## config.mk

```make
export PLATFORM = sky130hd
export DESIGN_NAME = reset_seq
export DESIGN_NICKNAME = d
export VERILOG_FILES = /design/src/rtl/rsq_pkg.sv /design/src/rtl/rsq_pin_qual.sv /design/src/rtl/rsq_vec_fetch.sv /design/src/rtl/rsq_core_ctl.sv /design/src/rtl/reset_seq.sv
export SDC_FILE = /design/constraint.sdc
export NUM_CORES = 1
export LEC_CHECK = 0
export BUFFER_PORTS_ARGS = -buffer_cell sky130_fd_sc_hd__buf_2
export CAP_MARGIN = 0
export CORE_MARGIN = 3
export CORE_UTILIZATION = 54
export CTS_CLUSTER_DIAMETER = 200
export DETAILED_ROUTE_END_ITERATION = 8
export PLACE_DENSITY_LB_ADDON = 0.08
export SLEW_MARGIN = 10
export SYNTH_ARGS = -nofsm -noshare
export SYNTH_HDL_FRONTEND = slang
export SYNTH_HIERARCHICAL = 1
export SYNTH_SLANG_ARGS = --single-unit
export TNS_END_PERCENT = 100
```

## constraint.sdc

```tcl
create_clock -name clk -period 3.1 [get_ports clk]
set_input_delay 0.31 -clock clk [delete_from_list [all_inputs] [get_ports clk]]
set_output_delay 0.31 -clock clk [all_outputs]
set_load 0.05 [all_outputs]
```

## src/rtl/rsq_pkg.sv

```systemverilog
// Package: shared state encodings for the reset exception sequencer.
// Assumes: nothing beyond SystemVerilog packages.
package rsq_pkg;

    // Top-level sequencer states, in sequence order.
    typedef enum logic [1:0] {
        SEQ_HOLD  = 2'd0,
        SEQ_INIT  = 2'd1,
        SEQ_FETCH = 2'd2,
        SEQ_RUN   = 2'd3
    } seq_state_t;

    // Phases of the two-part vector read.
    typedef enum logic [1:0] {
        FP_IDLE = 2'd0,
        FP_HI   = 2'd1,
        FP_LO   = 2'd2,
        FP_FIN  = 2'd3
    } fetch_phase_t;

endpackage

```

## src/rtl/rsq_pin_qual.sv

```systemverilog
// Module: rsq_pin_qual
// Synchronises the external reset pin and counts how long it has been low.
// The count saturates at MIN_LOW and clears as soon as the pin reads high.
// Assumes: rst_pin_n may change at any time. While rst_n is low, the
// synchroniser reads "pin low", so the core is never released early.
module rsq_pin_qual #(
    parameter int SYNC_STAGES = 2,
    parameter int MIN_LOW     = 20
) (
    input  logic clk,
    input  logic rst_n,
    input  logic rst_pin_n,
    output logic pin_low_s,
    output logic qualified
);
    localparam int CNT_W = $clog2(MIN_LOW + 1);
    localparam logic [CNT_W-1:0] CNT_MAX = CNT_W'(MIN_LOW);

    logic [SYNC_STAGES-1:0] low_sync_q;
    logic [CNT_W-1:0]       low_cnt_q;

    // Synchroniser chain carrying the "pin is low" level.
    generate
        for (genvar g = 0; g < SYNC_STAGES; g++) begin : g_sync
            always_ff @(posedge clk) begin
                if (!rst_n) begin
                    low_sync_q[g] <= 1'b1;
                end else if (g == 0) begin
                    low_sync_q[g] <= ~rst_pin_n;
                end else begin
                    low_sync_q[g] <= low_sync_q[(g > 0) ? g - 1 : 0];
                end
            end
        end
    endgenerate

    assign pin_low_s = low_sync_q[SYNC_STAGES-1];

    // Saturating count of consecutive synchronised low cycles.
    always_ff @(posedge clk) begin
        if (!rst_n) begin
            low_cnt_q <= '0;
        end else if (!pin_low_s) begin
            low_cnt_q <= '0;
        end else if (low_cnt_q != CNT_MAX) begin
            low_cnt_q <= low_cnt_q + 1'b1;
        end
    end

    assign qualified = (low_cnt_q == CNT_MAX);

    // A high pin reading forgets any partial low time.
    assert_short_low_forgotten_R3: assert property (@(posedge clk) disable iff (!rst_n)
        !pin_low_s |=> !qualified);

    // Qualification needs the pin to have been low in the previous cycle too.
    assert_qual_needs_low_R2: assert property (@(posedge clk) disable iff (!rst_n)
        (qualified && $past(rst_n)) |-> $past(pin_low_s));

endmodule

```

## src/rtl/rsq_vec_fetch.sv

```systemverilog
// Module: rsq_vec_fetch
// Reads the reset vector as two half-width reads, upper half first, over a
// request/acknowledge interface. It then presents the joined value, with a
// one-cycle done pulse.
// Assumes: a read completes in the cycle where mem_req and mem_ack are both
// high at the clock edge. Abort always wins over every other input.
module rsq_vec_fetch
    import rsq_pkg::*;
#(
    parameter int                ADDR_W   = 24,
    parameter int                HALF_W   = 16,
    parameter logic [ADDR_W-1:0] VEC_BASE = '0
) (
    input  logic                clk,
    input  logic                rst_n,
    input  logic                start,
    input  logic                abort,
    input  logic                mem_ack,
    input  logic [HALF_W-1:0]   mem_rdata,
    output logic                mem_req,
    output logic [ADDR_W-1:0]   mem_addr,
    output logic                done,
    output logic [2*HALF_W-1:0] vec_value
);
    localparam logic [ADDR_W-1:0] LO_OFFSET = ADDR_W'(HALF_W / 8);

    fetch_phase_t        phase_q;
    logic [HALF_W-1:0]   hi_q;
    logic [2*HALF_W-1:0] vec_q;

    // Phase register: idle, upper read, lower read, done.
    always_ff @(posedge clk) begin
        if (!rst_n || abort) begin
            phase_q <= FP_IDLE;
        end else begin
            unique case (phase_q)
                FP_IDLE: if (start)   phase_q <= FP_HI;
                FP_HI:   if (mem_ack) phase_q <= FP_LO;
                FP_LO:   if (mem_ack) phase_q <= FP_FIN;
                FP_FIN:               phase_q <= FP_IDLE;
                default:              phase_q <= FP_IDLE;
            endcase
        end
    end

    // Data capture for the upper half and the joined vector.
    always_ff @(posedge clk) begin
        if (!rst_n) begin
            hi_q  <= '0;
            vec_q <= '0;
        end else if (!abort && mem_ack) begin
            if (phase_q == FP_HI) hi_q  <= mem_rdata;
            if (phase_q == FP_LO) vec_q <= {hi_q, mem_rdata};
        end
    end

    assign mem_req   = (phase_q == FP_HI) || (phase_q == FP_LO);
    assign mem_addr  = (phase_q == FP_LO) ? (VEC_BASE + LO_OFFSET) : VEC_BASE;
    assign done      = (phase_q == FP_FIN);
    assign vec_value = vec_q;

    // A pending request keeps its address until acknowledged.
    assert_req_held_R6: assert property (@(posedge clk) disable iff (!rst_n)
        (mem_req && !mem_ack && !abort) |=> (mem_req && $stable(mem_addr)));

    // Done only follows an acknowledged lower-half read.
    assert_done_after_ack_R7: assert property (@(posedge clk) disable iff (!rst_n)
        (done && $past(rst_n)) |-> $past(mem_req && mem_ack));

endmodule

```

## src/rtl/rsq_core_ctl.sv

```systemverilog
// Module: rsq_core_ctl
// Turns the sequencer state into the core-facing controls: reset hold,
// run enable, the flag initialisation strobe and its values, clearing of
// the interrupt mode, and the gate that grants lower-priority exceptions.
// Assumes: state comes from a register. reset_in is high in any cycle
// where a reset is arriving.
module rsq_core_ctl
    import rsq_pkg::*;
#(
    parameter int IMASK_W = 3
) (
    input  logic               clk,
    input  logic               rst_n,
    input  seq_state_t         state,
    input  logic               reset_in,
    input  logic               exc_req,
    output logic               core_rst,
    output logic               run_en,
    output logic               icm_clear,
    output logic               flag_wr,
    output logic               flag_trace,
    output logic [IMASK_W-1:0] flag_exr_imask,
    output logic               flag_ccr_imask,
    output logic               exc_take
);
    // State decode for the core controls.
    always_comb begin
        core_rst  = (state == SEQ_HOLD);
        run_en    = (state == SEQ_RUN);
        icm_clear = (state == SEQ_HOLD) || (state == SEQ_INIT);
        flag_wr   = (state == SEQ_INIT);
    end

    // Initial flag values: trace off, all interrupt masks set.
    always_comb begin
        flag_trace     = 1'b0;
        flag_exr_imask = flag_wr ? '1 : '0;
        flag_ccr_imask = flag_wr;
    end

    // Reset outranks any other exception request.
    always_comb begin
        exc_take = exc_req && run_en && !reset_in;
    end

    // Flag initialisation only ever follows the held state.
    assert_init_after_hold_R4: assert property (@(posedge clk) disable iff (!rst_n)
        (flag_wr && $past(rst_n)) |-> $past(core_rst));

    // A granted exception is never followed by an immediate reset hold.
    assert_exc_not_during_reset_R10: assert property (@(posedge clk) disable iff (!rst_n)
        exc_take |=> !core_rst);

endmodule

```

## src/rtl/reset_seq.sv

```systemverilog
// Module: reset_seq (top)
// Sequences the reset exception: hold, flag initialisation, vector fetch,
// program counter load, then run. A qualified pin reset or a watchdog pulse
// re-enters the hold from any state, aborting a fetch in progress.
// Assumes: rst_n is a synchronous power-on reset that behaves as a
// qualified reset. wdt_ovf is already synchronous to clk.
module reset_seq
    import rsq_pkg::*;
#(
    parameter int                ADDR_W         = 24,
    parameter int                HALF_W         = 16,
    parameter int                IMASK_W        = 3,
    parameter int                MIN_LOW_STATES = 20,
    parameter int                SYNC_STAGES    = 2,
    parameter logic [ADDR_W-1:0] VEC_BASE       = '0
) (
    input  logic                clk,
    input  logic                rst_n,
    input  logic                rst_pin_n,
    input  logic                wdt_ovf,
    input  logic                exc_req,
    input  logic                mem_ack,
    input  logic [HALF_W-1:0]   mem_rdata,
    output logic                core_rst,
    output logic                run_en,
    output logic                icm_clear,
    output logic                flag_wr,
    output logic                flag_trace,
    output logic [IMASK_W-1:0]  flag_exr_imask,
    output logic                flag_ccr_imask,
    output logic                mem_req,
    output logic [ADDR_W-1:0]   mem_addr,
    output logic                pc_load,
    output logic [2*HALF_W-1:0] pc_value,
    output logic                exc_take
);
    seq_state_t state_q, state_d;
    logic       pin_low_s, pin_qualified, reset_in, fetch_done;

    rsq_pin_qual #(
        .SYNC_STAGES (SYNC_STAGES),
        .MIN_LOW     (MIN_LOW_STATES)
    ) pin_qual_i (
        .clk       (clk),
        .rst_n     (rst_n),
        .rst_pin_n (rst_pin_n),
        .pin_low_s (pin_low_s),
        .qualified (pin_qualified)
    );

    assign reset_in = pin_qualified || wdt_ovf;

    rsq_vec_fetch #(
        .ADDR_W   (ADDR_W),
        .HALF_W   (HALF_W),
        .VEC_BASE (VEC_BASE)
    ) vec_fetch_i (
        .clk       (clk),
        .rst_n     (rst_n),
        .start     (state_q == SEQ_INIT && !reset_in),
        .abort     (reset_in),
        .mem_ack   (mem_ack),
        .mem_rdata (mem_rdata),
        .mem_req   (mem_req),
        .mem_addr  (mem_addr),
        .done      (fetch_done),
        .vec_value (pc_value)
    );

    rsq_core_ctl #(
        .IMASK_W (IMASK_W)
    ) core_ctl_i (
        .clk            (clk),
        .rst_n          (rst_n),
        .state          (state_q),
        .reset_in       (reset_in),
        .exc_req        (exc_req),
        .core_rst       (core_rst),
        .run_en         (run_en),
        .icm_clear      (icm_clear),
        .flag_wr        (flag_wr),
        .flag_trace     (flag_trace),
        .flag_exr_imask (flag_exr_imask),
        .flag_ccr_imask (flag_ccr_imask),
        .exc_take       (exc_take)
    );

    // Program counter load: fetch finished and no reset arriving.
    assign pc_load = fetch_done && (state_q == SEQ_FETCH) && !reset_in;

    // Next-state logic; an arriving reset overrides every transition.
    always_comb begin
        state_d = state_q;
        if (reset_in) begin
            state_d = SEQ_HOLD;
        end else begin
            unique case (state_q)
                SEQ_HOLD:  if (!pin_low_s) state_d = SEQ_INIT;
                SEQ_INIT:                  state_d = SEQ_FETCH;
                SEQ_FETCH: if (pc_load)    state_d = SEQ_RUN;
                SEQ_RUN:                   state_d = SEQ_RUN;
                default:                   state_d = SEQ_HOLD;
            endcase
        end
    end

    // State register; power-on reset lands in the hold state.
    always_ff @(posedge clk) begin
        if (!rst_n) state_q <= SEQ_HOLD;
        else        state_q <= state_d;
    end

    // Execution is granted only right after a program counter load.
    assert_run_after_pcload_R7: assert property (@(posedge clk) disable iff (!rst_n)
        ($rose(run_en) && $past(rst_n)) |-> $past(pc_load));

    // A watchdog pulse of one cycle is enough to hold the core.
    assert_wdt_resets_R8: assert property (@(posedge clk) disable iff (!rst_n)
        wdt_ovf |=> core_rst);

    // Aborted fetch: a reset during a read drops the request.
    assert_fetch_abort_R9: assert property (@(posedge clk) disable iff (!rst_n)
        (mem_req && reset_in) |=> (!mem_req && !pc_load));

    // No memory read while flags are being written.
    assert_flags_before_read_R5: assert property (@(posedge clk) disable iff (!rst_n)
        flag_wr |-> !mem_req);

    // The core never runs while held in reset.
    assert_hold_blocks_run_R2: assert property (@(posedge clk) disable iff (!rst_n)
        (pin_qualified && $past(rst_n)) |=> (core_rst && !run_en));

endmodule

```

==> results by group, run 1 <==
Synthesis
  • Sequential share of the synthesized area: 0.425
  • Synthesized cell area: 2780 sq um
  • Synth warnings: 6
  • Async set-reset flop share out of synthesis: 0
  • Syn avg cell area: 9.05 sq um
  • EDFF count, synth: 0
  • Syn Inst Count: 307
  • Synthesized flop and latch total: 59
  • Number of distinct library cells after synthesis: 36
  • Most used DFF post-synth: dfxtp_1

STA
  • Highest Clock Rate: 434 MHz
  • Endpoints failing setup: 0
  • Setup repair after global routing missed its margin: no
  • Slew Viols, Final: 0
  • Worst slew margin: 0.509
  • Post-route clock period utilization: 0.743
  • Hold Slack: 0.145 ns
  • Worst Tran Pin Value: 0.736 ns
  • Clock skew: 0.00552 ns
  • Period minus WS final: 2.30 ns
  • Fin Setup TNS: 0 ns
  • Final Hold Fails: 0

Floorplan
  • # IOs: 90
  • Initial Utilization: 0.573
  • Die Wd: 77.7 microns
  • Die Ht: 77.7 microns
  • FP Rows: 25
  • Core box area: 4850 sq um
  • Die ar.: 6040 sq um

Worst setup path
  • Reg2reg setup slack: 0.97 ns
  • FF-to-FF path depth: 9
  • WS Path Type: flop to output pin
  • CP Capture Type: output pin
  • Reg2reg start: pin_qual_i/low_cnt_q[0]
  • CP max FO: 8
  • R2r endpoint: vec_fetch_i/vec_value[31]
  • CP Launch Point: pin_qual_i/low_cnt_q[0]
  • Startpoint type of the worst setup path: flop
  • Worst setup path end: exc_take
  • Req. time, crit path: 2.79 ns
  • Critical path arrival: 1.99 ns

Run status
  • Status: finished, final reports clean

Global routing
  • Global-route wire length before repair: 8750 microns
  • Largest net degree at the start of global routing: 54
  • Overall Global Routing Usage: 0.184
  • Vias in the first global route: 1951
  • Gr ovfl total: 0
  • Initial antenna violation count: 0

Pwr
  • P per Cell Area: 498 nW/um^2
  • LEAKAGE: 1.35 nW
  • Total chip power: 1.57 mW
  • VDD IR-drop max: 0.296 mV

Flow run
  • # Max-Cap Violations: 0

Final layout
  • Layout Nets: 393
  • Syn-to-layout area delta: 13.8%
  • Share of layout cells above drive strength 1: 0.350
  • Antenna Diode Count: 0
  • Fillers: 425

CTS
  • H-tree depth: 3
  • Clk sink count: 59
  • Post-CTS sizing: 0
  • CTS tree: done
  • Clock tree buffer depth: 2
  • Worst skew pair latency: 0.33 ns
  • Hold_buf cts: 0
  • Number of setup buffers added after CTS: 0
  • Clock transition at the registers of the reported paths: 0.06 ns
  • Num CTS Buffers: 9
  • CTS Root Cell: clkbuf_8

Detailed routing
  • WL final: 5210 microns
  • Antenna Nets Post-Route: 0
  • Drt initial violations: 93
  • Initial DRT Pass Iterations: 4
  • Vias per cell: 4.70
  • Via count: 2048
  • Drt drc: 0
  • Post-DR wirelength/cell: 11.9 microns

Worst hold path
  • Hold/Removal Path Class: input port to flop
  • Hold Path Origin: rst_pin_n

Placed design
  • # port buffers: 65
  • RePlAce Congestion: 0.837
  • Hpwl dp: 3580 microns
[worst min-delay path by stage]
stage	end	slack (ns)	cells past startpoint
6_report	pin_qual_i/low_sync_q[0]	0.14	2
5_1_grt	pin_qual_i/low_sync_q[0]	0.14	2
4_1_cts	pin_qual_i/low_sync_q[0]	0.13	2
3_5_place_dp	pin_qual_i/pin_low_s	0.41	1
3_3_place_gp	pin_qual_i/pin_low_s	0.39	1
2_1_floorplan	pin_qual_i/low_sync_q[0]	0.37	1
[flip-flops by register name (all words and copies together), names as in the netlist]
name,count
pin_qual_i/low_sync_q,1
pin_qual_i/low_cnt_q,5
vec_fetch_i/vec_value,32
state_q,2
pin_qual_i/pin_low_s,1
vec_fetch_i/hi_q,16
vec_fetch_i/phase_q,2
[layout make-up]
type / count / area, sq um / area share
clock buffer: 11 / 141 / 0.0447
multi-input combinational: 220 / 1340 / 0.422
clock inverter: 5 / 52.6 / 0.0166
timing repair buffer: 67 / 340 / 0.108
inverter: 7 / 26.3 / 0.00831
tap: 67 / 83.8 / 0.0265
sequential: 59 / 1180 / 0.374
[report_power, final]
part / switching, mW / internal, mW / total, mW
clock: 0.289 / 0.389 / 0.678
sequential: 0.00451 / 0.763 / 0.768
combinational: 0.0972 / 0.0319 / 0.129
[worst max-delay path, cell delays in order, from the launching register on]
cell      delay [ns]
dfxtp_1         0.37
inv_1           0.07
ha_1            0.20
nand4b_2        0.12
inv_2           0.08
or2_1           0.29
and4b_1         0.28
buf_2           0.26
[stage by stage]
step / std cells / setup WS (ns) / cell area (sq um) / util
after floorplan: 329 / 0.645 / 2860 / -
after global placement: 420 / 0.998 / 2970 / 0.612
after detailed placement: 420 / 0.972 / 2970 / 0.612
after CTS: 436 / 0.765 / 3160 / 0.652
after global routing: 436 / 0.608 / 3160 / 0.652
final: 436 / 0.797 / 3160 / 0.652
[synthesized netlist by cell type, types with 4 or more instances]
library cell	instances	area [sq um]
nand2_1	103	387
dfxtp_1	59	1180
a21boi_2	40	450
buf_4	28	210
a21boi_0	8	60.1
ha_1	7	87.6
nor2_1	7	26.3
buf_6	6	67.6
inv_1	6	22.5
buf_2	5	25.0
clkbuf_1	4	15.0
[cells in the final DEF (no fill, tap or decap), types with 2 or more instances in the layout]
master | synthesis | routed
buf_4 | 28 | 2
xor2_1 | 2 | 2
nor2_1 | 7 | 7
clkinv_2 | 0 | 3
nand2_1 | 103 | 103
o21ai_0 | 2 | 2
and3b_1 | 2 | 2
nor2b_1 | 2 | 2
nand3_1 | 2 | 2
a21boi_2 | 40 | 40
nor3_1 | 2 | 2
a21oi_1 | 2 | 2
mux2i_1 | 2 | 2
dfxtp_1 | 59 | 59
inv_1 | 6 | 6
clkbuf_8 | 0 | 10
a21boi_0 | 8 | 8
conb_1 | 2 | 24
buf_2 | 5 | 65
ha_1 | 7 | 7
[cell families after synthesis]
family	synth area share
adder cells (fa/ha/maj)	0.0315
AO/OA/AOI/OAI	0.196
XOR/XNOR	0.00946
flip-flops	0.425
buffers and inverters	0.124
AND/OR/NAND/NOR	0.204
other	0.00270
multiplexers	0.00721
[layer usage]
metal,track usage,part of all wire
met2,0.292,0.46
met3,0.0580,0.064
met1,0.227,0.47
met5,0,0
met4,0.0836,0.010
Power figures use the tool's default switching activity.
==> run 2, diff against run 1 <==
ABC_AREA = 1   (was default)
CORE_UTILIZATION = 50   (was 54)
clock period = 2.2 ns   (was 3.1 ns; I/O delays follow)
==> results by group, run 2 <==
Run status
  • Status: finished, final reports clean

CTS
  • CTS Root Cell: clkbuf_8
  • Number of setup buffers added after CTS: 0 (unchanged)
  • Worst skew pair latency: 0.33 ns (about the same)
  • Hold_buf cts: 0 (unchanged)
  • Num CTS Buffers: 9 (unchanged)
  • Post-CTS sizing: 0 (unchanged)
  • CTS tree: done
  • Clk sink count: 59 (unchanged)
  • Clock tree buffer depth: 2 (unchanged)
  • H-tree depth: 3 (unchanged)
  • Clock transition at the registers of the reported paths: 0.06 ns (about the same)

Final layout
  • Fillers: 509 (+20%)
  • Syn-to-layout area delta: 14.9%
  • Antenna Diode Count: 0 (unchanged)
  • Most common cell after layout, fill and taps aside: nand2_1
  • Commonest cells after routing, fill and taps aside: 71 x nand2_1, 65 x buf_2, 59 x dfxtp_1, 52 x a21oi_1, 49 x nand4_1
  • Max reg flops: 32 (unchanged)
  • Share of layout cells above drive strength 1: 0.240 (-0.109)
  • Layout Nets: 433 (+10%)

Global routing
  • Initial antenna violation count: 0 (unchanged)
  • Largest net degree at the start of global routing: 43 (-20%)
  • Global-route wire length before repair: 9590 microns (+9.6%)
  • Vias in the first global route: 2043 (+4.7%)
  • Overall Global Routing Usage: 0.189 (+0.00506)
  • Gr ovfl total: 0 (unchanged)

Synthesis
  • EDFF count, synth: 0 (unchanged)
  • Synthesized cell area: 2750 sq um (-0.86%)
  • Synth top area share: 0.429 (+0.00367)
  • Synthesized flop and latch total: 59 (unchanged)
  • Synth warnings: 6 (unchanged)
  • Most used DFF post-synth: dfxtp_1
  • Async set-reset flop share out of synthesis: 0 (unchanged)
  • Syn Inst Count: 352 (+15%)
  • Syn avg cell area: 7.82 sq um (-14%)
  • Synth top area cells: dfxtp_1 43%, nand4_1 11%, nand2_1 9.7%
  • Yosys top cell by area: dfxtp_1
  • Number of distinct library cells after synthesis: 23 (-36%)
  • Top cells by count, synth: 71 x nand2_1, 59 x dfxtp_1, 52 x a21oi_1
  • Count leader, synth: nand2_1
  • Sequential share of the synthesized area: 0.429 (+0.00367)

Detailed routing
  • Via count: 2390 (+17%)
  • Antenna Nets Post-Route: 0 (unchanged)
  • Post-DR wirelength/cell: 12.5 microns (+4.6%)
  • Drt initial violations: 150 (+61%)
  • Initial DRT Pass Iterations: 4 (unchanged)
  • Drt drc: 0 (unchanged)
  • WL final: 5970 microns (+15%)
  • Vias per cell: 5.00 (+6.4%)

Floorplan
  • Die Wd: 80.2 microns (+3.2%)
  • # IOs: 90 (unchanged)
  • FP Rows: 26 (+4.0%)
  • Initial Utilization: 0.529 (-0.0438)
  • Die Ht: 80.2 microns (+3.2%)
  • Core box area: 5200 sq um (+7.4%)
  • Die ar.: 6430 sq um (+6.5%)

Worst setup path
  • FF-to-FF path depth: 11 (+2)
  • Startpoint type of the worst setup path: flop
  • CP max FO: 5 (-3)
  • Critical path arrival: 1.70 ns (-0.29 ns)
  • Req. time, crit path: 1.98 ns (-0.81 ns)
  • WS Path Type: flop to output pin
  • CP Capture Type: output pin

STA
  • Slew Viols, Final: 0 (unchanged)
  • Post-route clock period utilization: 0.875
  • Period minus WS final: 1.92 ns
  • Fin Setup TNS: 0 ns (unchanged)
  • Clock skew: 0.00589 ns (+0.000377 ns)
  • Highest Clock Rate: 519 MHz
  • Endpoints failing setup: 0 (unchanged)
  • Hold Slack: 0.0495 ns (-0.0951 ns)
  • Final Hold Fails: 0 (unchanged)
  • Setup repair after global routing missed its margin: no

Worst hold path
  • Cells on Worst Hold Path: 2 (unchanged)
  • Hold/Removal Path Class: input port to flop

Pwr
  • LEAKAGE: 1.35 nW (+0.42%)
  • P per Cell Area: 756 nW/um^2 (+52%)
  • VDD IR-drop max: 0.348 mV (+17%)

Placed design
  • Hpwl dp: 4110 microns (+15%)
  • # port buffers: 65 (unchanged)
  • RePlAce Congestion: 0.811 (-3.1%)

Flow run
  • # Max-Cap Violations: 0 (unchanged)
==> run 2: cell count changes after synthesis, sizes merged, moves of 6 or more <==
| cell | change |
|---|---|
| buf | +12 |
| nor2 | +13 |
| a21oi | +49 |
| inv | +16 |
| a21boi | -48 |
| nand4 | +49 |
| nand2 | -31 |
| nand3 | +6 |
==> run 2: logic make-up (layout without fill, tap and decap cells) <==
family                   count (synthesis)  count (layout)  share of synthesized area
AO/OA/AOI/OAI                           55              55                      0.102
adder cells (fa/ha/maj)                  7               7                     0.0318
flip-flops                              59              59                      0.429
AND/OR/NAND/NOR                        151             151                      0.267
other                                    2              24                    0.00273
buffers and inverters                   78             112                      0.168
==> run 2: area by class of cell <==
type	instances	area, sq um	share of cell area
multi-input cells	237	1190	0.377
flip-flops and latches	59	1180	0.373
repair buffers	73	398	0.126
clock buffers	10	138	0.0435
inverters	24	90.1	0.0285
well taps	70	87.6	0.0277
clock inverters	5	77.6	0.0245
==> run 2: final timing paths <==
path | end | start | slack, ns
worst max-delay path | exc_take | pin_qual_i/low_cnt_q[0] | 0.28
worst min-delay path | pin_qual_i/low_sync_q[0] | rst_pin_n | 0.05
worst max register to register | vec_fetch_i/vec_value[9] | pin_qual_i/low_cnt_q[0] | 0.33
worst min register to register | pin_qual_i/pin_low_s | pin_qual_i/low_sync_q[0] | 0.41
==> run 2: worst max-delay path, stage by stage, from the launching register on <==
cell     delay, ns
dfxtp_1       0.37
inv_1         0.08
ha_1          0.21
nand2_2       0.10
nor2_4        0.06
inv_2         0.06
nand2_4       0.07
inv_1         0.06
nand2_1       0.04
nor2_1        0.07
buf_2         0.26
==> run 2: layer usage <==
layer | wire length, microns | share of wire | global-route usage
met5 | 0 | 0 | 0
met4 | 86 | 0.014 | 0.0929
met3 | 428 | 0.072 | 0.0460
met2 | 2610 | 0.44 | 0.266
met1 | 2850 | 0.48 | 0.268
==> run 2: through the flow <==
step | power [mW] | util | std cells | setup WS (ns) | cell area [sq um]
after detailed placement | 1.34 | 0.567 | 463 | 0.315 | 2950
after global placement | 1.34 | 0.567 | 463 | 0.394 | 2950
after CTS | 2.42 | 0.608 | 478 | 0.237 | 3170
after global routing | 2.48 | 0.608 | 478 | 0.113 | 3170
after floorplan | 1.34 | - | 374 | 0.364 | 2840
final | 2.39 | 0.608 | 478 | 0.275 | 3170
==> run 2: power breakdown <==
part           internal (mW)  switching (mW)  leakage [nW]
registers               1.08         0.00794         0.476
clock network          0.658           0.416         0.108
logic                 0.0419           0.192         0.770
total                   1.78           0.616          1.35
==> run 3, diff against run 2 <==
PLACE_DENSITY = 0.79   (was default)
PLACE_DENSITY_LB_ADDON = default   (was 0.08)
==> results by group, run 3 (same netlist as run 2, synthesis figures left out) <==
Run status
  • Status: finished, final reports clean

Detailed routing
  • Initial DRT Pass Iterations: 4 (unchanged)
  • Vias per cell: 5.05 (+0.96%)
  • WL final: 5940 microns (-0.52%)
  • Via count: 2413 (+0.96%)
  • Post-DR wirelength/cell: 12.4 microns (-0.52%)
  • Antenna Nets Post-Route: 0 (unchanged)
  • Drt initial violations: 185 (+23%)
  • Drt drc: 0 (unchanged)

Final layout
  • Syn-to-layout area delta: 14.2%
  • Most common cell after layout, fill and taps aside: nand2_1
  • Antenna Diode Count: 0 (unchanged)
  • Commonest cells after routing, fill and taps aside: 71 x nand2_1, 65 x buf_2, 59 x dfxtp_1, 52 x a21oi_1, 49 x nand4_1
  • Area taken by multi-input logic gates: 1190 sq um (unchanged)
  • Max reg flops: 32 (unchanged)
  • Post-layout util: 0.604 (-0.00409)
  • Share of layout cells above drive strength 1: 0.238 (-0.00245)
  • Layout Nets: 432 (-0.23%)
  • Fillers: 508 (-0.20%)
  • Register Area: 1180 sq um (unchanged)

Placed design
  • # port buffers: 65 (unchanged)
  • Hpwl dp: 4040 microns (-1.6%)
  • RePlAce Congestion: 0.773 (-4.7%)
  • Dpl ws: 0.369 ns (+0.0539 ns)

Global routing
  • Vias in the first global route: 2192 (+7.3%)
  • Initial antenna violation count: 0 (unchanged)
  • Overall Global Routing Usage: 0.197 (+0.00804)
  • Global-route wire length before repair: 9800 microns (+2.2%)
  • Gr ovfl total: 0 (unchanged)
  • Largest net degree at the start of global routing: 49 (+14%)

Floorplan
  • Die ar.: 6430 sq um (unchanged)
  • # IOs: 90 (unchanged)
  • Initial Utilization: 0.529 (unchanged)
  • FP Rows: 26 (unchanged)
  • Die Ht: 80.2 microns (unchanged)
  • Die Wd: 80.2 microns (unchanged)
  • Core box area: 5200 sq um (unchanged)

CTS
  • Clock tree buffer depth: 2 (unchanged)
  • CTS tree: done
  • Worst skew pair latency: 0.34 ns (about the same)
  • Clock transition at the registers of the reported paths: 0.06 ns (about the same)
  • H-tree depth: 3 (unchanged)
  • Num CTS Buffers: 9 (unchanged)
  • CTS Root Cell: clkbuf_8
  • Hold_buf cts: 0 (unchanged)
  • Post-CTS sizing: 0 (unchanged)
  • Number of setup buffers added after CTS: 0 (unchanged)
  • Clk sink count: 59 (unchanged)

STA
  • Setup repair after global routing missed its margin: no
  • Worst Tran Pin Value: 0.508 ns
  • Clock skew: 0.00630 ns (+0.000407 ns)
  • Worst slew margin: 0.661
  • Slew Viols, Final: 0 (unchanged)
  • Post-route clock period utilization: 0.890 (+0.0152)
  • Highest Clock Rate: 511 MHz (-1.7%)
  • Endpoints failing setup: 0 (unchanged)
  • Fin Setup TNS: 0 ns (unchanged)
  • Period minus WS final: 1.96 ns (+0.0334 ns)
  • Final Hold Fails: 0 (unchanged)
  • Post-route worst setup slack: 0.242 ns (-0.0334 ns)

Pwr
  • Sw frac: 0.263 (+0.00539)
  • VDD IR-drop max: 0.414 mV (+19%)
  • P per Cell Area: 748 nW/um^2 (-1.1%)
  • Gate power share: 0.098 (about the same)
  • Seq pwr share: 0.461 (+0.008)
  • Total chip power: 2.35 mW (-1.7%)
  • LEAKAGE: 1.34 nW (-1.3%)
  • Internal power: 1.73 mW (-2.4%)
  • Clock power share: 0.441 (-0.008)
  • Psw: 0.618 mW (+0.32%)

Worst setup path
  • Reg2reg setup slack: 0.35 ns (+0.02 ns)
  • CP Capture Type: output pin
  • Critical path arrival: 1.74 ns (+0.04 ns)
  • Req. time, crit path: 1.98 ns (about the same)
  • WS Path Type: flop to output pin
  • Startpoint type of the worst setup path: flop
  • CP max FO: 5 (unchanged)

Flow run
  • # Max-Cap Violations: 0 (unchanged)

Worst hold path
  • Hold/Removal Path Class: input port to flop
-- run 3: layout make-up --
type | count | share of cell area
sequential | 59 | 0.376
clock inverter | 3 | 0.0143
inverter | 24 | 0.0287
clock buffer | 13 | 0.0537
multi-input combinational | 237 | 0.380
tap | 70 | 0.0279
timing repair buffer | 72 | 0.120
-- run 3: power by group through the flow --
stage | clock network (mW) | logic (mW) | registers [mW]
2_1_floorplan | 0 | 0.227 | 1.11
6_report | 1.04 | 0.231 | 1.09
3_3_place_gp | 0 | 0.226 | 1.11
5_1_grt | 1.13 | 0.247 | 1.09
3_5_place_dp | 0 | 0.229 | 1.11
4_1_cts | 1.06 | 0.230 | 1.08
-- run 3: stage by stage --
| step | std cells | hold slack, ns | cell area (sq um) |
|---|---|---|---|
| after detailed placement | 462 | 0.383 | 2930 |
| after CTS | 478 | 0.0252 | 3140 |
| after global routing | 478 | 0.0207 | 3140 |
| after global placement | 462 | 0.381 | 2930 |
| final | 478 | 0.0396 | 3140 |
| after floorplan | 374 | 0.282 | 2840 |
-- run 3: layer usage --
metal  share of wire  global-route usage  routed length (microns)
met1            0.47               0.247                     2770
met2            0.46               0.307                     2720
met3           0.066              0.0740                      390
met4           0.011              0.0743                       68
met5               0                   0                        0
-- run 3: worst max-delay path, cell delays in order (launching register included) --
cell and delay (ns):
dfxtp_1 0.38, inv_1 0.09, ha_1 0.21, nand2_2 0.10
nor2_4 0.06, inv_2 0.06, nand2_4 0.07, inv_1 0.06
nand2_1 0.04, nor2_1 0.07, buf_2 0.26
-- run 3: path summary, 6_finish.rpt --
| check | startpoint | endpoint | cells after the start |
|---|---|---|---|
| max reg2reg | pin_qual_i/low_cnt_q[0] | vec_fetch_i/vec_value[8] | 10 |
| min | rst_pin_n | pin_qual_i/low_sync_q[0] | 2 |
| min reg2reg | pin_qual_i/low_sync_q[0] | pin_qual_i/pin_low_s | 2 |
| max | pin_qual_i/low_cnt_q[0] | exc_take | 10 |
